===== src/rtl/dz_pkg.sv =====
package dz_pkg;

  // Condition record, packed so that lt lands in bit 3 and so in bit 0
  typedef struct packed {
    logic lt;
    logic gt;
    logic eq;
    logic so;
  } dz_cr_t;

  localparam int CR_BITS = $bits(dz_cr_t);

endpackage


===== src/rtl/dz_compare.sv =====
module dz_compare #(
  parameter int WIDTH = 32
) (
  input  logic [WIDTH-1:0] lhs,
  input  logic [WIDTH-1:0] rhs,
  output logic             lhs_gt_rhs
);

  // Signed magnitude test, kept apart from the subtractor
  always_comb begin
    lhs_gt_rhs = $signed(lhs) > $signed(rhs);
  end

endmodule


===== src/rtl/dz_subtract.sv =====
module dz_subtract #(
  parameter int WIDTH = 32
) (
  input  logic [WIDTH-1:0] minuend,
  input  logic [WIDTH-1:0] subtrahend,
  input  logic             take,
  output logic [WIDTH-1:0] diff,
  output logic             wrapped
);

  localparam int MSB = WIDTH - 1;

  logic [WIDTH-1:0] raw;

  always_comb begin
    raw     = minuend - subtrahend;
    diff    = take ? raw : '0;
    // A performed subtraction is meant to be positive; a set sign bit means it wrapped
    wrapped = take & raw[MSB];
  end

endmodule


===== src/rtl/dz_flags.sv =====
module dz_flags
  import dz_pkg::*;
#(
  parameter int WIDTH = 32
) (
  input  logic [WIDTH-1:0] value,
  input  logic             wrapped,
  input  logic             ov_en,
  input  logic             rec_en,
  input  logic             so_prev,
  input  logic             ov_prev,
  output logic             ov_next,
  output logic             so_next,
  output logic             cr_we,
  output dz_cr_t           cr_next
);

  localparam int MSB = WIDTH - 1;

  logic is_zero;

  // Status bits first: the record copies the updated summary bit
  always_comb begin
    ov_next = ov_en ? wrapped : ov_prev;
    so_next = so_prev | (ov_en & wrapped);
  end

  always_comb begin
    is_zero = (value == '0);
    cr_we   = rec_en;
    cr_next = '0;
    if (rec_en) begin
      cr_next.lt = value[MSB];
      cr_next.gt = ~value[MSB] & ~is_zero;
      cr_next.eq = is_zero;
      cr_next.so = so_next;
    end
  end

endmodule


===== src/rtl/dz_unit.sv =====
module dz_unit
  import dz_pkg::*;
#(
  parameter int WIDTH = 32
) (
  input  logic             clk,
  input  logic             rst,
  input  logic             in_valid,
  input  logic [WIDTH-1:0] op_a,
  input  logic [WIDTH-1:0] op_b,
  input  logic             ov_en,
  input  logic             rec_en,
  input  logic             xer_so_in,
  input  logic             xer_ov_in,
  output logic             out_valid,
  output logic [WIDTH-1:0] result,
  output logic             xer_ov_out,
  output logic             xer_so_out,
  output logic             cr_wr,
  output logic [3:0]       cr_field
);

  localparam int MSB = WIDTH - 1;

  logic             b_above;
  logic [WIDTH-1:0] diff_c;
  logic             wrap_c;
  logic             ov_c;
  logic             so_c;
  logic             crwe_c;
  dz_cr_t           cr_c;

  dz_compare #(.WIDTH(WIDTH)) u_cmp (
    .lhs        (op_b),
    .rhs        (op_a),
    .lhs_gt_rhs (b_above)
  );

  dz_subtract #(.WIDTH(WIDTH)) u_sub (
    .minuend    (op_b),
    .subtrahend (op_a),
    .take       (b_above),
    .diff       (diff_c),
    .wrapped    (wrap_c)
  );

  dz_flags #(.WIDTH(WIDTH)) u_flg (
    .value   (diff_c),
    .wrapped (wrap_c),
    .ov_en   (ov_en),
    .rec_en  (rec_en),
    .so_prev (xer_so_in),
    .ov_prev (xer_ov_in),
    .ov_next (ov_c),
    .so_next (so_c),
    .cr_we   (crwe_c),
    .cr_next (cr_c)
  );

  always_ff @(posedge clk) begin
    if (rst) begin
      out_valid  <= 1'b0;
      result     <= '0;
      xer_ov_out <= 1'b0;
      xer_so_out <= 1'b0;
      cr_wr      <= 1'b0;
      cr_field   <= '0;
    end else begin
      out_valid <= in_valid;
      if (in_valid) begin
        result     <= diff_c;
        xer_ov_out <= ov_c;
        xer_so_out <= so_c;
        cr_wr      <= crwe_c;
        cr_field   <= cr_c;
      end
    end
  end

  AST_VALID_LATENCY: assert property (@(posedge clk) disable iff (rst)
    out_valid == $past(in_valid));
  AST_ZERO_WHEN_NOT_ABOVE: assert property (@(posedge clk) disable iff (rst)
    (out_valid && !($signed($past(op_b)) > $signed($past(op_a)))) |-> (result == '0));
  AST_DIFF_WHEN_ABOVE: assert property (@(posedge clk) disable iff (rst)
    (out_valid && ($signed($past(op_b)) > $signed($past(op_a)))) |-> (result == $past(op_b) - $past(op_a)));
  AST_OV_NEGATIVE: assert property (@(posedge clk) disable iff (rst)
    (out_valid && $past(ov_en)) |-> (xer_ov_out == result[MSB]));
  AST_OV_PASS: assert property (@(posedge clk) disable iff (rst)
    (out_valid && !$past(ov_en)) |-> (xer_ov_out == $past(xer_ov_in)));
  AST_SO_STICKY: assert property (@(posedge clk) disable iff (rst)
    (out_valid && $past(xer_so_in)) |-> xer_so_out);
  AST_CR_SO_COPY: assert property (@(posedge clk) disable iff (rst)
    (out_valid && cr_wr) |-> (cr_field[0] == xer_so_out));
  AST_CR_ONE_FLAG: assert property (@(posedge clk) disable iff (rst)
    (out_valid && cr_wr) |-> ($countones(cr_field[3:1]) == 1));
  AST_NO_RECORD: assert property (@(posedge clk) disable iff (rst)
    (out_valid && !$past(rec_en)) |-> (!cr_wr && cr_field == 4'b0000));

endmodule


===== config.mk =====
export PLATFORM = sky130hd
export DESIGN_NAME = dz_unit
export DESIGN_NICKNAME = d
export VERILOG_FILES = /design/src/rtl/dz_pkg.sv /design/src/rtl/dz_compare.sv /design/src/rtl/dz_subtract.sv /design/src/rtl/dz_flags.sv /design/src/rtl/dz_unit.sv
export SDC_FILE = /design/constraint.sdc
export NUM_CORES = 1
export LEC_CHECK = 0
export BUFFER_PORTS_ARGS = -buffer_cell sky130_fd_sc_hd__buf_2
export CORE_UTILIZATION = 25
export DETAILED_ROUTE_END_ITERATION = 6
export REMOVE_ABC_BUFFERS = 1
export SETUP_SLACK_MARGIN = 0.15
export SLEW_MARGIN = 0
export SYNTH_ARGS = -nofsm -noshare
export SYNTH_HDL_FRONTEND = slang
export SYNTH_SLANG_ARGS = --single-unit

===== constraint.sdc =====
create_clock -name clk -period 3.55 [get_ports clk]
set_input_delay 0.71 -clock clk [delete_from_list [all_inputs] [get_ports clk]]
set_output_delay 0.71 -clock clk [all_outputs]
set_load 0.005 [all_outputs]

Yosys cells after proc, flatten, opt, wreduce, memory -nomap -nowiden
Index checks and enable logic that the tools add are counted.
- mux-type cells: 3
- reduce and logical (&&, ||, !) cells: 1
- add/sub/neg operators: 1
- order comparisons: 1
- bitwise logic cells: 6
- operator list (operator ; count):
    > comparator 32 bit ; 1
    zero test 32 bit ; 1
    two-way mux 32 bit ; 1
    subtractor 32 bit ; 1
    two-way mux 4 bit ; 1
    AND 1 bit ; 3
    NOT 1 bit ; 2
    two-way mux 1 bit ; 1
    OR 1 bit ; 1
- logic and storage cells: 18
- bits in registers: 40
- output and inout port bits: 40

Longest topological paths before layout
- depth after elaboration: 6
- mapped depth: 13
- gate-level depth less buffers: 13

Hierarchy
From an unflattened synthesis, not the netlist that was laid out.
- cell total of the unflattened synthesis: 571
- area, all modules: 4381.7 um2
- by module, submodules not included (module ; seq. area each (um2) ; cells an instance ; instances ; area each (um2)):
    dz_subtract ; 0.0 ; 311 ; 1 ; 1999.4
    dz_unit ; 800.8 ; 128 ; 1 ; 1450.1
    dz_compare ; 0.0 ; 113 ; 1 ; 804.5
    dz_flags ; 0.0 ; 19 ; 1 ; 127.6

Worst setup path before layout
No wires, ideal clock.
- kind: input -> register
- from: input port op_b[0]
- to: register cr_field[2]
- setup time: 0.117 ns
- stages: 13
- path buffers: 0
- data arrival time: 3.270 ns
- path slack: 0.163 ns
- required time: 3.433 ns
- cell sequence: inv_1 ha_1 inv_1 fa_1 a211oi_1 o211ai_1 a21oi_2 o21bai_1 xor2_1 or4_1 nor4b_2 nand4_1 a32o_1
- cells in the longest elaborated chain, start to end: 6
- elaborated cells on any way between the ends: 8
- ends and longest elaborated chain (what ; line ; text):
    from (decl) ; dz_unit.sv:10 ; input logic [WIDTH-1:0] op_b,
    subtractor 32 bit / > comparator 32 bit (equally long branches) ; dz_subtract.sv:16, dz_compare.sv:11 ;
    two-way mux 32 bit * ; dz_subtract.sv:17 ; diff = take ? raw : '0;
    zero test 32 bit ; dz_flags.sv:29 ; is_zero = (value == '0);
    NOT 1 bit ; dz_flags.sv:34 ; cr_next.gt = ~value[MSB] & ~is_zero;
    AND 1 bit * ; dz_flags.sv:34 ;
    two-way mux 4 bit * ; dz_flags.sv:32 ; if (rec_en) begin
    to (signal assigned) ; dz_unit.sv:75 ; cr_field <= cr_c;
    to (decl) ; dz_unit.sv:20 ; output logic [3:0] cr_field
Every way passes the cells marked *; elsewhere a longest branch is shown, timed or not.
A chain may end at the register's enable or synchronous reset.

Final worst setup path
Same ends and word-level chain as after synthesis.

==> results.py <==
metrics = {
    "run_status": {
        "status": "finished, final reports clean",
    },
    "clock_network": {
        "htreeDepth": 2,
        "clk_pin_slew_worst_paths_ns": 0.06,
        "clk_latency_ns": 0.28,
        "cts_tree": "built",
        "cts_inserted_buffers": 5,
        "root_buffer": "clkbuf_16",
        "cts_buffer_depth": 2,
        "cts.sinks": 40,
    },
    "grt": {
        "grt_overflow": 0,
        "grt_max_degree": 42,
        "grt_first_pass_wirelength_um": 19200,
        "grt_pass1_vias": 3941,
        "grt_usage_pct": 14.8,
        "antenna_found_initial": 0,
    },
    "floorplanning": {
        "die_h_um": 124,
        "core-area_um2": 14600,
        "initial_core_util_pct": 25.7,
        "ios": 111,
        "core.rowCount": 44,
        "dieWidth_um": 124,
        "die_area_um2": 15500,
    },
    "drt": {
        "route.detailed.drc": 0,
        "routed_via_density": 4.90,
        "wire_per_inst_um": 13.6,
        "detail-route-antenna-nets": 0,
        "vias": 4119,
        "drt_wl_total_um": 11400,
        "first_iter_violations": 298,
        "first_pass_iters": 5,
    },
    "timing": {
        "fin_setup_tns_ns": 0,
        "setup_viol": 0,
        "setup_ws_ns": 0.206,
        "finalCriticalPeriod_ns": 3.34,
        "worst_slew_pin_slew_ns": 0.786,
        "max_freq_mhz": 299,
        "finalHoldViolCount": 0,
        "rsz0062_at_grt": "true",
        "skew_ns": 0,
        "finalCritPeriodShare_pct": 94.2,
        "max_slew_margin_pct": 47.6,
        "slew_viol_final": 0,
    },
    "finish": {
        "drive_gt1_share_pct": 33.6,
        "fill_cells": 1567,
        "diodes": 0,
        "finalNetCount": 760,
        "instances_no_fill": 841,
        "area_growth_pct": 35.7,
    },
    "synthesis": {
        "synth_area_um2": 3750,
        "synthArstFlopShare_pct": 0,
        "synth-edff-count": 0,
        "synth_top_family_by_area": "compound AO/OA/AOI/OAI gates",
        "synth.most_common_cell": "a21oi_1",
        "synth_cell_types": 75,
        "synthXorXnorAreaFrac_pct": 4.90,
        "synth_area_per_cell_um2": 7.43,
        "synth_compound_area_share_pct": 27.7,
        "synth_fa_ha_area_share_pct": 11.2,
        "synth_seq_area_share_pct": 21.4,
        "synthSimpleGateAreaFrac_pct": 24.4,
        "netlist_instances": 505,
        "synth_commonest_cells": "a21oi_1, nand2_1, inv_1",
        "yosys_warnings": 0,
        "synthMuxAreaShare_pct": 0.667,
        "synth.top_cell.area_share_pct": 21.4,
        "ys_top_cells_by_area": "dfxtp_1, ha_1, a21oi_1, nand2_1, inv_1",
        "ys_ff_latch": 40,
        "synth-main-ff-cell": "dfxtp_1",
        "synth_largest_area_cell": "dfxtp_1",
    },
    "worst_setup_path": {
        "path_class": "in -> reg",
        "cp_data_arrival_time_ns": 3.52,
        "startpoint_type": "input port",
        "endpoint_kind": "flip-flop",
        "worst-path-max-fanout": 2,
        "crit_required_ns": 3.73,
    },
    "flow_run": {
        "maxCapViolations": 0,
    },
    "power_and_ir_drop": {
        "power_mw": 1.79,
        "ir_worst_vdd_mv": 0.290,
        "power_density_nw_per_um2": 352,
        "leakage_nw": 2.39,
    },
    "placed_design": {
        "dpl.cell_count": 831,
        "dp_hpwl_um": 9590,
        "port_buffers": 110,
        "place_ws_ns": -0.184,
        "gp_congestion": 0.881,
    },
    "min_path": {
        "min_path_type": "reg -> reg",
    },
}
==> cells in the final DEF (no fill, tap or decap), drive strengths merged, types with 12 or more instances in the layout <==
cell,Yosys,layout
buf,16,174
nand3,32,32
inv,43,44
nor2,26,26
nand2,64,64
ha,32,32
dfxtp,40,40
o21ai,20,20
a21oi,68,68
xnor2,12,12
==> final cells by class <==
class | instances | area [µm²] | share of cell area [%]
multi-input combinational | 392 | 2670 | 52.5
timing repair buffer | 174 | 1050 | 20.6
sequential | 40 | 801 | 15.7
tap | 184 | 230 | 4.52
inverter | 43 | 164 | 3.22
clock buffer | 5 | 125 | 2.46
clock inverter | 3 | 46.3 | 0.910
==> routing by layer <==
metal | share of wire, % | track usage [%]
met1 | 50 | 21.0
met2 | 44 | 23.6
met3 | 4.9 | 2.28
met4 | 0.94 | 2.83
met5 | 0 | 0
==> flip-flops by register name (all words and copies together), names as in the netlist <==
register / cells
out_valid: 1
cr_wr: 1
xer_ov_out: 1
result: 32
xer_so_out: 1
cr_field: 4
==> through the flow <==
| step | cell area [µm²] | util (%) | hold slack [ns] |
|---|---|---|---|
| floorplan | 3540 | - | 0.442 |
| global placement | 4810 | 33.0 | 0.447 |
| detailed placement | 4810 | 33.0 | 0.449 |
| CTS | 4990 | 34.2 | 0.456 |
| global route | 5090 | 34.9 | 0.472 |
| finish | 5090 | 34.9 | 0.455 |
==> worst max-delay path: stages <==
cell	delay (ns)
buf_6	0.10
inv_4	0.04
ha_4	0.13
inv_2	0.04
fa_2	0.36
a211oi_2	0.25
o211ai_1	0.12
a21oi_2	0.17
buf_4	0.13
xnor2_2	0.07
nand2b_4	0.14
or4_4	0.54
nor4b_4	0.28
nand4_1	0.19
a32o_1	0.25
==> cells by family (layout without fill, tap and decap cells) <==
group | Yosys count | count (layout)
adder cells (fa/ha/maj) | 33 | 33
flip-flops | 40 | 40
XOR/XNOR | 21 | 21
AO/OA/AOI/OAI | 160 | 160
buffers and inverters | 73 | 225
multiplexers | 2 | 2
AND/OR/NAND/NOR | 176 | 176
==> worst paths after layout <==
check,start,endpoint,slack (ns),cells past startpoint
setup reg to reg,cr_field[1]$_SDFFE_PP0P_,cr_field[1]$_SDFFE_PP0P_,2.67,3
hold / removal,result[13]$_SDFFE_PP0P_,result[13]$_SDFFE_PP0P_,0.46,2
hold reg to reg,result[13]$_SDFFE_PP0P_,result[13]$_SDFFE_PP0P_,0.46,2
setup / recovery,op_b[0],cr_field[2]$_SDFFE_PP0P_,0.21,15
==> timing repair <==
item                       4_1_cts  5_1_grt
pin swaps                        0       12
setup endpoints to repair        2        7
resized for setup                1       19
hold buffers                     0        0
setup buffers                    0        2
==> power breakdown <==
group | internal (mW) | switching [mW]
clock network | 0.334 | 0.189
logic | 0.354 | 0.410
registers | 0.484 | 0.0181
(Power assumes the default switching activity.)
